## config.mk

```make
export PLATFORM = sky130hd
export DESIGN_NAME = bkup_ctl_reg
export DESIGN_NICKNAME = d
export VERILOG_FILES = /design/src/rtl/bkc_pkg.sv /design/src/rtl/bkc_sync.sv /design/src/rtl/bkc_access.sv /design/src/rtl/bkc_dom_bits.sv /design/src/rtl/bkc_rdmux.sv /design/src/rtl/bkup_ctl_reg.sv
export SDC_FILE = /design/constraint.sdc
export NUM_CORES = 1
export LEC_CHECK = 0
export ABC_AREA = 1
export CAP_MARGIN = 20
export CORE_AREA = 3 3 40 42
export CTS_CLUSTER_SIZE = 16
export DETAILED_ROUTE_END_ITERATION = 6
export DIE_AREA = 0 0 43 45
export GPL_TIMING_DRIVEN = 0
export MAX_ROUTING_LAYER = met4
export PLACE_DENSITY = 0.85
export SYNTH_ARGS = -nofsm -noshare
export SYNTH_HDL_FRONTEND = slang
export SYNTH_SLANG_ARGS = --single-unit
```

## constraint.sdc

```tcl
create_clock -name clk -period 1.7 [get_ports clk]
set_input_delay 0.17 -clock clk [delete_from_list [all_inputs] [get_ports clk]]
set_output_delay 0.17 -clock clk [all_outputs]
set_load 0.01 [all_outputs]
```

## src/rtl/bkc_pkg.sv

```systemverilog
package bkc_pkg;

  // Control field positions (decoded by the domain)
  localparam int unsigned B_RST = 0;
  localparam int unsigned B_ACC = 1;
  localparam int unsigned B_MON = 2;
  localparam int unsigned B_OSC = 3;
  localparam int unsigned B_SEL = 4;

  // Status field positions
  localparam int unsigned S_RDY = 0;
  localparam int unsigned S_FLG = 4;

  localparam int unsigned DW     = 8;
  localparam int unsigned FLAG_W = 3;

  typedef struct packed {
    logic sel;
    logic osc;
    logic mon;
  } dom_bits_t;

  // A reset request counts only when no enable is set by the same write
  function automatic logic reset_allowed(input logic [DW-1:0] wd);
    return wd[B_RST] & ~wd[B_OSC] & ~wd[B_MON];
  endfunction

  // Next domain state for an accepted control write
  function automatic dom_bits_t dom_next(input dom_bits_t cur, input logic [DW-1:0] wd);
    dom_bits_t n;
    n.osc = cur.osc | wd[B_OSC];
    n.mon = cur.mon | wd[B_MON];
    n.sel = cur.osc ? cur.sel : wd[B_SEL];
    return n;
  endfunction

  function automatic logic [DW-1:0] ctrl_image(input dom_bits_t d, input logic acc);
    logic [DW-1:0] v;
    v = '0;
    v[B_ACC] = acc;
    v[B_SEL] = acc & d.sel;
    v[B_OSC] = acc & d.osc;
    v[B_MON] = acc & d.mon;
    return v;
  endfunction

  function automatic logic [DW-1:0] stat_image(input logic rdy, input logic acc,
                                              input logic [FLAG_W-1:0] flg);
    logic [DW-1:0] v;
    v = '0;
    v[S_RDY] = rdy & acc;
    v[S_FLG +: FLAG_W] = flg;
    return v;
  endfunction

endpackage

```

## src/rtl/bkc_sync.sv

```systemverilog
module bkc_sync #(
  parameter int unsigned STAGES = 2
) (
  input  logic clk,
  input  logic rst_n,
  input  logic d,
  output logic q
);
  generate
    if (STAGES <= 1) begin : g_one
      logic s_q;
      always_ff @(posedge clk or negedge rst_n) begin
        if (!rst_n) s_q <= 1'b0;
        else        s_q <= d;
      end
      assign q = s_q;
    end else begin : g_chain
      logic [STAGES-1:0] sh_q;
      always_ff @(posedge clk or negedge rst_n) begin
        if (!rst_n) sh_q <= '0;
        else        sh_q <= {sh_q[STAGES-2:0], d};
      end
      assign q = sh_q[STAGES-1];
    end
  endgenerate
endmodule

```

## src/rtl/bkc_access.sv

```systemverilog
module bkc_access (
  input  logic clk,
  input  logic main_rst_n,
  input  logic wr_ctrl,
  input  logic acc_wbit,
  output logic acc_en
);
  logic acc_q;

  always_ff @(posedge clk or negedge main_rst_n) begin
    if (!main_rst_n)  acc_q <= 1'b0;
    else if (wr_ctrl) acc_q <= acc_wbit;
  end

  assign acc_en = acc_q;
endmodule

```

## src/rtl/bkc_dom_bits.sv

```systemverilog
module bkc_dom_bits
  import bkc_pkg::*;
(
  input  logic          clk,
  input  logic          por_n,
  input  logic          main_rst_n,
  input  logic          acc_en,
  input  logic          wr_ctrl,
  input  logic [DW-1:0] wdata,
  output dom_bits_t     bits_q,
  output logic          dom_rst_evt,
  output logic          dom_upd
);
  logic unused_wbits;
  assign unused_wbits = ^{wdata[DW-1:B_SEL+1], wdata[B_ACC]};

  assign dom_upd     = wr_ctrl & acc_en;
  assign dom_rst_evt = dom_upd & reset_allowed(wdata);

  always_ff @(posedge clk or negedge por_n) begin
    if (!por_n)            bits_q <= '0;
    else if (dom_rst_evt)  bits_q <= '0;
    else if (dom_upd)      bits_q <= dom_next(bits_q, wdata);
  end


  osc_sticky_chk: assert property (@(posedge clk) disable iff (!por_n || !main_rst_n)
    (bits_q.osc && !dom_rst_evt) |=> bits_q.osc);

  mon_sticky_chk: assert property (@(posedge clk) disable iff (!por_n || !main_rst_n)
    (bits_q.mon && !dom_rst_evt) |=> bits_q.mon);

  sel_lock_chk: assert property (@(posedge clk) disable iff (!por_n || !main_rst_n)
    (bits_q.osc && !dom_rst_evt) |=> $stable(bits_q.sel));

  acc_gate_chk: assert property (@(posedge clk) disable iff (!por_n || !main_rst_n)
    !acc_en |=> $stable(bits_q));

  rst_clear_chk: assert property (@(posedge clk) disable iff (!por_n || !main_rst_n)
    dom_rst_evt |=> (bits_q == '0));
endmodule

```

## src/rtl/bkc_rdmux.sv

```systemverilog
module bkc_rdmux
  import bkc_pkg::*;
#(
  parameter int unsigned ADDR_W    = 2,
  parameter int unsigned CTRL_ADDR = 0,
  parameter int unsigned STAT_ADDR = 1
) (
  input  logic              rd_en,
  input  logic [ADDR_W-1:0] addr,
  input  dom_bits_t         bits,
  input  logic              acc,
  input  logic              rdy,
  input  logic [FLAG_W-1:0] flags,
  output logic [DW-1:0]     rdata
);
  always_comb begin
    rdata = '0;
    if (rd_en) begin
      if (addr == ADDR_W'(CTRL_ADDR))      rdata = ctrl_image(bits, acc);
      else if (addr == ADDR_W'(STAT_ADDR)) rdata = stat_image(rdy, acc, flags);
    end
  end
endmodule

```

## src/rtl/bkup_ctl_reg.sv

```systemverilog
module bkup_ctl_reg
  import bkc_pkg::*;
#(
  parameter int unsigned ADDR_W      = 2,
  parameter int unsigned CTRL_ADDR   = 0,
  parameter int unsigned STAT_ADDR   = 1,
  parameter int unsigned SYNC_STAGES = 2
) (
  input  logic              clk,
  input  logic              main_rst_n,
  input  logic              bkup_por_n,
  input  logic              wr_en,
  input  logic              rd_en,
  input  logic [ADDR_W-1:0] addr,
  input  logic [7:0]        wdata,
  output logic [7:0]        rdata,
  input  logic              osc_rdy_i,
  input  logic [2:0]        pwr_flags_i,
  output logic              osc_en_o,
  output logic              mon_en_o,
  output logic              clk_sel_o,
  output logic              dom_rst_o,
  output logic              dom_acc_o
);
  logic      wr_ctrl;
  logic      acc_en;
  dom_bits_t bits_q;
  logic      dom_rst_evt;
  logic      dom_upd;
  logic      rdy_sync;
  logic      rdy_flag;
  logic      rst_pulse_q;

  assign wr_ctrl = wr_en & (addr == ADDR_W'(CTRL_ADDR));

  bkc_access u_acc (
    .clk        (clk),
    .main_rst_n (main_rst_n),
    .wr_ctrl    (wr_ctrl),
    .acc_wbit   (wdata[B_ACC]),
    .acc_en     (acc_en)
  );

  bkc_dom_bits u_dom (
    .clk         (clk),
    .por_n       (bkup_por_n),
    .main_rst_n  (main_rst_n),
    .acc_en      (acc_en),
    .wr_ctrl     (wr_ctrl),
    .wdata       (wdata),
    .bits_q      (bits_q),
    .dom_rst_evt (dom_rst_evt),
    .dom_upd     (dom_upd)
  );

  bkc_sync #(.STAGES(SYNC_STAGES)) u_sync (
    .clk   (clk),
    .rst_n (bkup_por_n),
    .d     (osc_rdy_i),
    .q     (rdy_sync)
  );

  // Ready is only meaningful while the oscillator is enabled
  assign rdy_flag = rdy_sync & bits_q.osc;

  always_ff @(posedge clk or negedge bkup_por_n) begin
    if (!bkup_por_n) rst_pulse_q <= 1'b0;
    else             rst_pulse_q <= dom_rst_evt;
  end

  bkc_rdmux #(
    .ADDR_W    (ADDR_W),
    .CTRL_ADDR (CTRL_ADDR),
    .STAT_ADDR (STAT_ADDR)
  ) u_rd (
    .rd_en (rd_en),
    .addr  (addr),
    .bits  (bits_q),
    .acc   (acc_en),
    .rdy   (rdy_flag),
    .flags (pwr_flags_i),
    .rdata (rdata)
  );

  assign osc_en_o  = bits_q.osc;
  assign mon_en_o  = bits_q.mon;
  assign clk_sel_o = bits_q.sel;
  assign dom_rst_o = rst_pulse_q;
  assign dom_acc_o = acc_en;


  rsvd_zero_chk: assert property (@(posedge clk) disable iff (!bkup_por_n || !main_rst_n)
    rdata[7:5] == 3'b000);

  pulse_clear_chk: assert property (@(posedge clk) disable iff (!bkup_por_n || !main_rst_n)
    dom_rst_o |-> (!osc_en_o && !mon_en_o && !clk_sel_o));

  rdy_gate_chk: assert property (@(posedge clk) disable iff (!bkup_por_n || !main_rst_n)
    !osc_en_o |-> !rdy_flag);

  closed_write_chk: assert property (@(posedge clk) disable iff (!bkup_por_n || !main_rst_n)
    (wr_ctrl && !acc_en) |=> !dom_rst_o);
endmodule

```

### After elaboration in Yosys (flattened, before gate mapping)

Index checks and enable logic that the tools add are counted.

| word-level totals | value |
|---|---|
| register bits after elaboration | 7 |
| bits of input ports | 19 |
| output and inout port bits | 13 |
| word-level logic and storage cells | 31 |

| operators by class | value |
|---|---|
| eq/ne operators | 2 |
| muxes and demuxes | 6 |
| bitwise gates (word level) | 14 |
| reductions and logical operators | 3 |

Operators by type and width:

| cell | number |
|---|---|
| 2-to-1 mux 8 bit | 2 |
| AND 1 bit | 10 |
| 2-to-1 mux 7 bit | 1 |
| 2-to-1 mux 3 bit | 2 |
| == test 2 x 1 -> 1 bit, second input constant | 1 |
| zero test 2 bit | 1 |
| inequality test 2 bit, second input constant | 1 |
| inverter 1 bit | 2 |
| OR 1 bit | 2 |
| AND reduction 2 bit | 1 |
| nonzero test 2 bit | 1 |
| 2-to-1 mux 1 bit | 1 |

### Logic depth before layout (Yosys ltp)

Gate-level depths: netlist (run 1).

| logic depth | value |
|---|---|
| depth after elaboration | 6 |
| gate-level depth with buffers | 6 |
| gate-level depth less buffers | 6 |

### By module

From an unflattened synthesis (run 1), not the netlist that was laid out.

| unflattened totals | value |
|---|---|
| cell total of the unflattened synthesis | 59 |
| area, all modules | 412.9 um^2 |

Modules (own cells, without submodules):

| module | times used | cells an instance | area each (um^2) | sequential area each (um^2) |
|---|---|---|---|---|
| bkc_dom_bits | 1 | 22 | 173.9 | 75.1 |
| bkc_rdmux | 1 | 24 | 102.6 | 0.0 |
| bkc_sync | 1 | 2 | 50.0 | 50.0 |
| bkup_ctl_reg | 1 | 6 | 46.3 | 25.0 |
| bkc_access | 1 | 5 | 40.0 | 25.0 |

### Worst setup path after synthesis (run 1)

No wires, ideal clock.

| timing path | value |
|---|---|
| path type | reg2out |
| start point | reg u_acc.acc_q (netlist: u_acc.acc_en) |
| end point | out rdata[4] |
| arrival | 0.852 ns |
| data required time | 1.530 ns |
| slack | 0.678 ns |
| cell stages (with the launch flop) | 5 |
| path buffers | 0 |
| cell sequence | dfrtp_1 > nand3_1 > inv_1 > nand2_1 > o21ai_0 |

| on the way | value |
|---|---|
| word-level cells in the longest chain between the ends | 3 |

RTL lines:

| what | line | text |
|---|---|---|
| from (decl) | bkc_access.sv:8 | `logic acc_q;` |
| from (signal assigned) | bkc_access.sv:12 | `else if (wr_ctrl) acc_q <= acc_wbit;` |
| AND 1 bit | bkc_pkg.sv:41 | `v[B_SEL] = acc & d.sel;` |
| 2-to-1 mux 8 bit | bkc_rdmux.sv:19 | `if (addr == ADDR_W'(CTRL_ADDR)) rdata = ctrl_image(bits, acc);` |
| 2-to-1 mux 8 bit | bkc_rdmux.sv:18 | `if (rd_en) begin` |
| to (decl) | bkup_ctl_reg.sv:16 | `output logic [7:0] rdata,` |

No other way between the ends.

### Worst setup path in the final report (run 1)

| timing path | value |
|---|---|
| start point | in addr[1] |
| end point | out rdata[4] |

| on the way | value |
|---|---|
| word-level cells in the longest chain between the ends | 4 |
| elaborated cells between the ends (all ways) | 5 |
| classes of those cells | eq/ne (1); mux (3); reduce/logical (1) |

RTL lines:

| what | line | text |
|---|---|---|
| from (decl) | bkup_ctl_reg.sv:14 | `input logic [ADDR_W-1:0] addr,` |
| == test 2 x 1 -> 1 bit | bkc_rdmux.sv:20 | `else if (addr == ADDR_W'(STAT_ADDR)) rdata = stat_image(rdy, acc, flags);` |
| 2-to-1 mux 7 bit | bkc_rdmux.sv:20 |  |
| 2-to-1 mux 8 bit * | bkc_rdmux.sv:19 |  |
| 2-to-1 mux 8 bit * | bkc_rdmux.sv:18 |  |

Mark *: on every way between the ends. The rest lies on a longest branch, timed or not.

==> results of run 1 <==
through the flow:
stage / setup TNS [ns] / cell area, um^2 / cells / hold WS (ns) / worst slack, ns
2_1_floorplan: 0 / 378 / 46 / -0.126 / 0.678
3_5_place_dp: -0.346 / 667 / 88 / 0.329 / -0.183
3_3_place_gp: -0.217 / 667 / 88 / 0.325 / -0.148
5_1_grt: 0 / 716 / 94 / 0.0487 / 0.0180
4_1_cts: 0 / 697 / 93 / 0.0601 / 0.00150
6_report: 0 / 716 / 94 / 0.0610 / 0.134
worst paths after layout:
kind | slack [ns] | to | depth (start not counted) | start
min in group clk | 0.35 | u_sync.g_chain.sh_q[1]$_DFF_PN0_ | 0 | u_sync.g_chain.sh_q[0]$_DFF_PN0_
worst min-delay path | 0.06 | u_acc.acc_en$_DFFE_PN0P_ | 1 | main_rst_n
max in group asynchronous | 1.36 | u_dom.bits_q[2]$_DFFE_PN0P_ | 1 | bkup_por_n
worst min register to register | 0.35 | u_sync.g_chain.sh_q[1]$_DFF_PN0_ | 0 | u_sync.g_chain.sh_q[0]$_DFF_PN0_
worst max register to register | 0.71 | u_dom.bits_q[2]$_DFFE_PN0P_ | 5 | u_acc.acc_en$_DFFE_PN0P_
worst max-delay path | 0.13 | rdata[4] | 5 | addr[1]
logic make-up (layout without fill, tap and decap cells):
family,count (synthesis),after routing
and+or+nand+nor,24,24
buffers and inverters,9,42
DFF,7,7
AOI/OAI and AO/OA,5,5
other,1,1
power by group:
group	switching, mW	internal, mW	leakage, nW
Clock	0.0583	0.0894	0.0150
Combinational	0.0635	0.0837	0.315
Sequential	0.0163	0.185	0.0807
per-layer routing:
metal / vias to the layer above / routed length [um] / global-route usage, %
met4: 0 / 46 / 13.9
met5: - / 0 / -
met1: 198 / 389 / 10.7
li1: 206 / - / -
met2: 28 / 520 / 23.1
met3: 6 / 133 / 5.58
registers in the layout, summed over array words and instances, names as in the netlist:
signal	cells
u_dom.bits_q	3
u_sync.g_chain.sh_q	2
u_acc.acc_en	1
dom_rst_o	1
cells in the final DEF (no fill, tap or decap), drive strengths merged:
| master | count |
|---|---|
| clkdlybuf4s50 | 20 |
| dlymetal6s2s | 4 |
| inv | 8 |
| conb | 1 |
| nor2 | 11 |
| nand2 | 8 |
| dlygate4sd2 | 2 |
| o21ai | 3 |
| buf | 3 |
| nand3b | 1 |
| nand4 | 1 |
| dfrtp | 7 |
| a21oi | 2 |
| clkdlybuf4s15 | 1 |
| clkbuf | 4 |
| nand3 | 3 |
layout make-up:
| type | instances | area, um^2 |
|---|---|---|
| tap | 15 | 18.8 |
| sequential | 7 | 175 |
| inverter | 8 | 30.0 |
| timing repair buffer | 29 | 293 |
| fill | 116 | 569 |
| multi-input combinational | 30 | 165 |
| clock buffer | 4 | 26.3 |
| buffer | 1 | 7.51 |
timing repair:
item,CTS,global route
endpoints found under the setup margin,5,4
setup buffers,1,1
gates cloned,0,0
gates resized for setup,3,5
pin swaps,1,0
hold buffers,0,0
==> summary.txt, run 1 <==
Slew Limit Fails: 0
Warnings, synthesis: 0
Hold Crit Class: primary input to async pin
Final worst clock skew: 0.00401 ns
Antenna violations before repair: 0
Via total after detailed routing: 438
Number of clock sinks: 7
Die width: 43 um
Via count of the first global-routing pass: 444
Highest Clock Rate: 639 MHz
Nets@finish: 99
Leading post-synthesis cells by instance count: sky130_fd_sc_hd__inv_1, sky130_fd_sc_hd__nor2_1, sky130_fd_sc_hd__dfrtp_1
Clock tree from TritonCTS: yes
Count of endpoints failing hold in the final timing report: 0
Largest net degree at the start of global routing: 7
Critical-path cell with the highest stage delay: sky130_fd_sc_hd__clkdlybuf4s50_1
Wire length of the first global-routing pass: 1770 um
Synth Instances: 46
Final Util: 55.7%
Post-synthesis average cell area: 8.21 um^2
Critical path type: primary input to output port
Core area: 1280 um^2
Global-route congestion overflow total: 0
Peak supply drop: 0.340 mV
Total Die Area: 1940 um^2
Boundary Pins: 32
Basic-gate share of the synthesized area counting and, or, nand and nor cells: 35.1%
Startpoint kind of the worst setup timing path: primary input
Root buf cell: sky130_fd_sc_hd__clkbuf_4
Power per cell area: 694 nW/um^2
Fraction of synthesized area in multiplexers: 0%
Initial Utilization: 29.4%
Vias/cell: 4.66
Post-route antenna net violation count: 0
Wirelength, routed: 1090 um
Placed wire-length estimate: 841 um
First-pass detailed-route iteration total: 3
Fraction of the mapped netlist area in adder cells: 0%
Average wire per cell in the routed design: 11.6 um
Area fraction of the dominant cell type after synthesis: 46.4%
Global-route usage over all layers: 13.6%
RSZ-0062 raised after global routing: no
Detailed Route Iter0 Violations: 5
Placer Congestion: 0.758
Synth cell types: 16
Core Rows: 13
Delay of the slowest cell on the worst path: 0.45 ns
Share of synthesized area occupied by flip-flops and latches: 46.4%
Result of the run: completed
Number of register bits inferred by synthesis: 7
Area share of xor/xnor cells in the synthesized design: 0%
Clock latency at the later pin of the worst-skew pair: 0.25 ns
Final worst path period share: 92.1%
TritonCTS buffer count: 3
Pleak: 0.410 nW
Minimum clock period: 1.57 ns
Number of levels the H-tree was split into: 1
Req. time, crit path: 1.53 ns
Clk buf depth: 2
Async set-reset flop share out of synthesis: 100%
Buffers on Ports: 27
Synthesis-to-layout area growth: 89.4%
Number of flops mapped to enable cells by yosys: 0
Crit path max-delay family: buffers and inverters
Main combinational cell family by area after synthesis: simple AND/OR/NAND/NOR gates
Area fraction in compound gates after synthesis: 7.62%
Fraction of final layout cells sized beyond drive strength 1: 15.2%
Remaining routing DRC violations: 0
Critical path, cell by cell: clkdlybuf4s50_1 -> nand3b_1 -> buf_4 -> o21ai_0 -> clkdlybuf4s15_1
Number of buffers and inverters on the critical path: 3
Kind of capture point of the worst setup path: output port
Total design power: 0.497 mW
Finish-stage setup viols: 0
Primary FF master, synth: sky130_fd_sc_hd__dfrtp_1
Chip height: 45 um
Net count of the mapped netlist: 65
Number of inserted diodes: 0
Endpoint arrival time on the critical path: 1.40 ns
Synthesized cell area: 378 um^2
Critical path fanouts, max: 3
Max-Cap Viols: 0
Largest cells by area after synthesis: sky130_fd_sc_hd__dfrtp_1, sky130_fd_sc_hd__nor2_4, sky130_fd_sc_hd__inv_1, sky130_fd_sc_hd__nor2_1, sky130_fd_sc_hd__nand2_1
Clk pin slew, worst setup/hold paths: 0.05 ns
Top cell type by total area after synthesis: sky130_fd_sc_hd__dfrtp_1
Note: power is estimated with default switching activity, not from simulation.
==> run 2: changes to the inputs <==
--- a/config.mk
+++ b/config.mk
@@ -7,10 +7,10 @@
 export LEC_CHECK = 0
 export ABC_AREA = 1
 export CAP_MARGIN = 20
-export CORE_AREA = 3 3 40 42
+export CORE_AREA = 4 4 41 43
 export CTS_CLUSTER_SIZE = 16
 export DETAILED_ROUTE_END_ITERATION = 6
-export DIE_AREA = 0 0 43 45
+export DIE_AREA = 0 0 45 47
 export GPL_TIMING_DRIVEN = 0
 export MAX_ROUTING_LAYER = met4
 export PLACE_DENSITY = 0.85
==> run 2 against run 1 <==
  * Cell area fell by 0.52%
  * Largest power group unchanged
  * Non-clock buffer count is the same
  * Critical endpoint unchanged
  * Sequential cell count unchanged
  * Largest cell class unchanged
  * Sequential power about the same
  * Cell count unchanged
  * Worst hold slack improved by 0.0057 ns
==> summary.txt, run 2 (same netlist as run 1, synthesis figures left out) <==
Commonest cells after routing, fill and taps aside: sky130_fd_sc_hd__clkdlybuf4s50_1, sky130_fd_sc_hd__inv_1, sky130_fd_sc_hd__nor2_1
Hold Crit Class: primary input to async pin
Max-Cap Viols: 0 (unchanged)
Buffers on Ports: 27 (unchanged)
Core area: 1300 um^2 (+1.3%)
Total Die Area: 2120 um^2 (+9.3%)
Startpoint kind of the worst setup timing path: primary input
Sequential cell fraction of total power: 41.2% (+0.6 points)
Critical path fanouts, max: 4 (+1)
Largest registers: u_dom.bits_q: 3 flops, u_sync.g_chain.sh_q: 2 flops
Average wire per cell in the routed design: 10.1 um (-13%)
Initial Utilization: 29.0% (-0.37 points)
Synthesis-to-layout area growth: 88.4%
Via count of the first global-routing pass: 362 (-18%)
Fraction of final layout cells sized beyond drive strength 1: 15.2% (unchanged)
Die width: 45 um (+4.7%)
Root buf cell: sky130_fd_sc_hd__clkbuf_4
Number of flip-flops in the largest register: 3 (unchanged)
Beginning of the critical path: addr[1]
Result of the run: completed
Via total after detailed routing: 398 (-9.1%)
Worst reg2reg path startpoint: u_acc.acc_en$_DFFE_PN0P_
Register with the highest flop count: u_dom.bits_q
Fraction of power consumed by the clock network: 29.4% (-0.3 points)
Internal power consumption: 0.357 mW (-0.30%)
Clock tree from TritonCTS: yes
Finish-stage setup viols: 0 (unchanged)
Global-route congestion overflow total: 0 (unchanged)
Peak supply drop: 0.307 mV (-9.6%)
Antenna violations before repair: 0 (unchanged)
Number of inserted diodes: 0 (unchanged)
Post-route antenna net violation count: 0 (unchanged)
Met3 routing resource usage after global routing: 4.21% (-1.4 points)
Clock latency at the later pin of the worst-skew pair: 0.24 ns (about the same)
Wire length of the first global-routing pass: 1440 um (-19%)
Vias/cell: 4.23 (-9.1%)
Clk pin slew, worst setup/hold paths: 0.05 ns (about the same)
Pleak: 0.397 nW (-3.3%)
Placer Congestion: 0.684 (-9.7%)
Global routing usage on met1: 9.79% (-0.88 points)
Routing usage on met2: 16.4% (-6.7 points)
TritonCTS buffer count: 3 (unchanged)
Number of levels the H-tree was split into: 1 (unchanged)
Critical path type: primary input to output port
Kind of capture point of the worst setup path: output port
Clk buf depth: 2 (unchanged)
Number of clock sinks: 7 (unchanged)
Wirelength, routed: 949 um (-13%)
Endpoint arrival time on the critical path: 1.45 ns (+0.05 ns)
Count of endpoints failing hold in the final timing report: 0 (unchanged)
Nets@finish: 99 (unchanged)
Final worst clock skew: 0.00119 ns (-0.00283 ns)
Global-route usage over all layers: 10.4% (-3.2 points)
Core Rows: 13 (unchanged)
Remaining routing DRC violations: 0 (unchanged)
Minimum clock period: 1.62 ns (+0.0591 ns)
Placed wire-length estimate: 788 um (-6.3%)
Most congested layer reported by global routing: met2
Req. time, crit path: 1.53 ns (about the same)
Total of fill cells in the finished design: 119 (+2.6%)
Detailed Route Iter0 Violations: 6 (+1)
Highest Clock Rate: 615 MHz (-3.6%)
Chip height: 47 um (+4.4%)
First-pass detailed-route iteration total: 2 (-1)
Final Util: 54.7% (-0.98 points)
Total design power: 0.486 mW (-2.1%)
Boundary Pins: 32 (unchanged)
Largest net degree at the start of global routing: 7 (unchanged)
Final worst path period share: 95.6% (+3.5 points)
Switching portion of total power: 26.5% (-1.3 points)
Logic pwr share: 29.4% (-0.2 points)
Slew Limit Fails: 0 (unchanged)
Most common cell after layout, fill and taps aside: sky130_fd_sc_hd__clkdlybuf4s50_1
Power per cell area: 683 nW/um^2 (-1.6%)
Net Sw Power: 0.129 mW (-6.9%)
[run 2: cell count changes in the layout (fill, tap and decap cells not counted)]
cell / change
sky130_fd_sc_hd__dlygate4sd2_1: +1
sky130_fd_sc_hd__dlymetal6s2s_1: -1
[run 2: timing repair]
action | 4_1_cts | 5_1_grt
hold buffers | 0 | 0
endpoints found under the setup margin | 7 | 4
gates resized for setup | 4 | 4
pin swaps | 0 | 0
buffers inserted | 1 | 1
cloned | 0 | 0
[run 2: metrics by stage]
stage	area [um^2]	cells	hold WS, ns	setup TNS, ns	setup WS (ns)
finish	712	94	0.0667	0	0.0752
global route	712	94	0.0642	-0.00105	-0.00105
CTS	696	93	0.0622	0	0.00188
detailed placement	667	88	0.326	-0.357	-0.180
global placement	667	88	0.325	-0.225	-0.140
floorplan	378	46	-0.126	0	0.678
[run 2: area by class of cell]
class                   count  area [um^2]  area share (%)
plain buffers               1         7.51            1.05
inverters                   8         30.0            4.22
multi-input cells          30          165            23.2
well taps                  15         18.8            2.64
clock buffers               4         26.3            3.69
repair buffers             29          289            40.6
flip-flops and latches      7          175            24.6
[run 2: worst paths after layout]
check | endpoint | slack (ns) | cells after the start
max | rdata[4] | 0.08 | 5
min | u_acc.acc_en$_DFFE_PN0P_ | 0.07 | 1
max reg2reg | u_dom.bits_q[2]$_DFFE_PN0P_ | 0.74 | 5
min reg2reg | u_sync.g_chain.sh_q[1]$_DFF_PN0_ | 0.36 | 0
max in group asynchronous | u_sync.g_chain.sh_q[0]$_DFF_PN0_ | 1.35 | 1
min in group clk | u_sync.g_chain.sh_q[1]$_DFF_PN0_ | 0.36 | 0
[run 2: layer usage]
layer | vias up | part of all wire [%] | wire length, um
met4 | 0 | 1.5 | 14
met5 | - | 0 | 0
li1 | 204 | - | -
met1 | 165 | 39 | 370
met3 | 3 | 11 | 108
met2 | 26 | 48 | 455
[run 2: critical path, stage by stage]
cell and delay, ns:
sky130_fd_sc_hd__clkdlybuf4s50_1 0.45, sky130_fd_sc_hd__nand3b_1 0.24, sky130_fd_sc_hd__buf_4 0.17, sky130_fd_sc_hd__o21ai_0 0.16
sky130_fd_sc_hd__clkdlybuf4s15_1 0.26
[run 2: power by group through the flow]
| stage | Sequential (mW) | Combinational (mW) | Clock, mW |
|---|---|---|---|
| global route | 0.202 | 0.156 | 0.165 |
| CTS | 0.200 | 0.143 | 0.148 |
| finish | 0.200 | 0.143 | 0.143 |
| floorplan | 0.208 | 0.0448 | 0 |
| detailed placement | 0.203 | 0.145 | 0 |
| global placement | 0.202 | 0.141 | 0 |
==> run 3: changes to the inputs <==
--- a/config.mk
+++ b/config.mk
@@ -7,13 +7,14 @@
 export LEC_CHECK = 0
 export ABC_AREA = 1
 export CAP_MARGIN = 20
-export CORE_AREA = 4 4 41 43
+export CORE_MARGIN = 4
+export CORE_UTILIZATION = 27
 export CTS_CLUSTER_SIZE = 16
 export DETAILED_ROUTE_END_ITERATION = 6
-export DIE_AREA = 0 0 45 47
 export GPL_TIMING_DRIVEN = 0
 export MAX_ROUTING_LAYER = met4
-export PLACE_DENSITY = 0.85
+export PLACE_DENSITY = 0.84
+export SLEW_MARGIN = 0
 export SYNTH_ARGS = -nofsm -noshare
 export SYNTH_HDL_FRONTEND = slang
 export SYNTH_SLANG_ARGS = --single-unit
==> constraint.sdc (replaced) <==
create_clock -name clk -period 1.4 [get_ports clk]
set_input_delay 0.14 -clock clk [delete_from_list [all_inputs] [get_ports clk]]
set_output_delay 0.14 -clock clk [all_outputs]
set_load 0.01 [all_outputs]
==> run 3 against run 2 <==
  * First-iteration DRC count shrank 50%
  * Utilization shrank 0.11 points
  * Clock power grew 24%
  * Register-to-register slack lost 0.37 ns
  * Clock skew is essentially flat
  * Combinational power grew 34%
  * Routed wire length shrank 0.21%
  * Via count grew 1.0%
  * Sequential share of layout area shrank 0.26 points
  * Die area shrank 2.5%
  * Cell count grew 3.2%
  * Worst hold slack lost 0.032 ns
  * Critical path type is now register to output port
==> summary.txt, run 3 (same netlist as run 1, synthesis figures left out) <==
Highest Clock Rate: 736 MHz
Number of flip-flops in the largest register: 3 (unchanged)
Wire length of the first global-routing pass: 1350 um (-5.8%)
Via total after detailed routing: 402 (+1.0%)
Chip height: 45.4 um (-3.4%)
Critical path, cell by cell: clkdlybuf4s50_1
Net Sw Power: 0.164 mW (+28%)
Number of inserted diodes: 0 (unchanged)
Sequential cell fraction of total power: 39.8% (-1.4 points)
Number of clock sinks: 7 (unchanged)
Minimum clock period: 1.36 ns
Critical path type: register to output port
Largest registers: u_dom.bits_q: 3 flops, u_sync.g_chain.sh_q: 2 flops
Peak supply drop: 0.373 mV (+22%)
Commonest cells after routing, fill and taps aside: sky130_fd_sc_hd__clkdlybuf4s50_1, sky130_fd_sc_hd__inv_1, sky130_fd_sc_hd__nor2_1
Flop-to-flop setup slack: 0.37 ns (-0.37 ns)
Via count of the first global-routing pass: 354 (-2.2%)
Internal power consumption: 0.448 mW (+25%)
Hold_buf cts: 0 (unchanged)
Root buf cell: sky130_fd_sc_hd__clkbuf_4
Slew Limit Fails: 0 (unchanged)
Final worst path period share: 97.0%
Placer Congestion: 0.740 (+8.2%)
Kind of capture point of the worst setup path: output port
First-pass detailed-route iteration total: 4 (+2)
Worst reg2reg path startpoint: u_acc.acc_en$_DFFE_PN0P_
Core area: 1320 um^2 (+1.2%)
Nets@finish: 102 (+3.0%)
Critical R2R Capture: u_dom.bits_q[2]$_DFFE_PN0P_
Largest net degree at the start of global routing: 7 (unchanged)
Logic pwr share: 31.4% (+2.0 points)
Global-route congestion overflow total: 0 (unchanged)
Fin area: 719 um^2 (+1.1%)
Vias/cell: 4.14 (-2.1%)
Wirelength, routed: 947 um (-0.21%)
Final worst clock skew: 0.000823 ns (-0.000362 ns)
Number of levels the H-tree was split into: 1 (unchanged)
Average wire per cell in the routed design: 9.76 um (-3.3%)
Initial Utilization: 28.7% (-0.36 points)
Hold Crit Class: primary input to async pin
Stages on worst setup path: 1 (-4)
Clk pin slew, worst setup/hold paths: 0.05 ns (about the same)
Finish-stage setup viols: 0 (unchanged)
Clock latency at the later pin of the worst-skew pair: 0.25 ns (about the same)
Global-route usage over all layers: 9.64% (-0.73 points)
Clk buf depth: 2 (unchanged)
Count of endpoints failing hold in the final timing report: 0 (unchanged)
Max-Cap Viols: 0 (unchanged)
Switching portion of total power: 26.9% (+0.38 points)
Reg2reg path depth: 6 (+1)
Synthesis-to-layout area growth: 90.4%
Startpoint kind of the worst setup timing path: register
Number of buffers and inverters on the critical path: 1 (-2)
Critical path fanouts, max: 5 (+1)
Antenna violations before repair: 0 (unchanged)
Register with the highest flop count: u_dom.bits_q
Critical-path cell with the highest stage delay: sky130_fd_sc_hd__clkdlybuf4s50_1
Detailed Route Iter0 Violations: 3 (-3)
Fraction of final layout cells sized beyond drive strength 1: 20.7% (+5.5 points)
Fraction of power consumed by the clock network: 28.9% (-0.5 points)
Endpoint arrival time on the critical path: 1.22 ns (-0.23 ns)
Post-Place Setup Slack: -0.381 ns (-0.201 ns)
TritonCTS buffer count: 3 (unchanged)
Instance area at placement: 667 um^2 (unchanged)
Boundary Pins: 32 (unchanged)
Clock tree from TritonCTS: yes
Buffers on Ports: 27 (unchanged)
Worst setup path end: dom_acc_o
Crit path max-delay family: buffers and inverters
Pleak: 0.388 nW (-2.2%)
Result of the run: completed
Req. time, crit path: 1.26 ns (-0.27 ns)
Power per cell area: 851 nW/um^2 (+25%)
Remaining routing DRC violations: 0 (unchanged)
Total Die Area: 2060 um^2 (-2.5%)
Slack of the critical path: 0.0418 ns (-0.0334 ns)
Core Rows: 13 (unchanged)
Delay of the slowest cell on the worst path: 0.57 ns (+0.12 ns)
Most common cell after layout, fill and taps aside: sky130_fd_sc_hd__clkdlybuf4s50_1
Beginning of the critical path: u_acc.acc_en$_DFFE_PN0P_
Post-route antenna net violation count: 0 (unchanged)
Placed wire-length estimate: 726 um (-7.9%)
Die width: 45.4 um (+0.91%)
==> run 3: timing repair <==
item                                    in CTS  in global routing
gates resized for setup                     12                  3
gates cloned                                 0                  0
buffers inserted                             2                  3
pin swaps                                    1                  1
endpoints found under the setup margin       7                  6
==> run 3: per-stage QoR <==
| step | cells | TNS (ns) | power, mW | util (%) | hold slack (ns) |
|---|---|---|---|---|---|
| 6_report | 97 | 0 | 0.612 | 54.6 | 0.0349 |
| 3_3_place_gp | 88 | -1.82 | 0.417 | 50.6 | 0.295 |
| 4_1_cts | 94 | 0 | 0.599 | 53.0 | 0.0301 |
| 5_1_grt | 97 | -0.0204 | 0.655 | 54.6 | 0.0200 |
| 2_1_floorplan | 46 | 0 | 0.307 | - | -0.156 |
| 3_5_place_dp | 88 | -1.81 | 0.421 | 50.6 | 0.295 |
==> run 3: final cells by class <==
class                      count  area, um^2
sequential                     7         175
tap                           15        18.8
fill                         124         598
clock buffer                   4        26.3
buffer                         1        7.51
multi-input combinational     30         165
inverter                       8        30.0
timing repair buffer          32         297
==> run 3: worst min path at each step <==
stage,from,end,slack (ns)
after floorplan,bkup_por_n,dom_rst_o$_DFF_PN0_,-0.16
after global placement,main_rst_n,u_acc.acc_en$_DFFE_PN0P_,0.30
after detailed placement,main_rst_n,u_acc.acc_en$_DFFE_PN0P_,0.30
after CTS,main_rst_n,u_acc.acc_en$_DFFE_PN0P_,0.03
after global routing,main_rst_n,u_acc.acc_en$_DFFE_PN0P_,0.02
final,main_rst_n,u_acc.acc_en$_DFFE_PN0P_,0.03
==> run 3: power by group through the flow <==
stage / Combinational [mW] / Sequential (mW) / Clock (mW)
after detailed placement: 0.174 / 0.246 / 0
after global routing: 0.208 / 0.246 / 0.202
final: 0.192 / 0.243 / 0.177
after floorplan: 0.0544 / 0.252 / 0
after CTS: 0.173 / 0.244 / 0.183
after global placement: 0.172 / 0.245 / 0
==> run 3: layer usage <==
| layer | part of all wire [%] | up-vias | GRT usage [%] | wire, um |
|---|---|---|---|---|
| met5 | 0 | - | - | 0 |
| met4 | 1.7 | 0 | 8.77 | 16 |
| met3 | 8.2 | 2 | 1.19 | 78 |
| met2 | 49 | 20 | 16.2 | 462 |
| met1 | 41 | 166 | 9.51 | 390 |
| li1 | - | 214 | - | - |
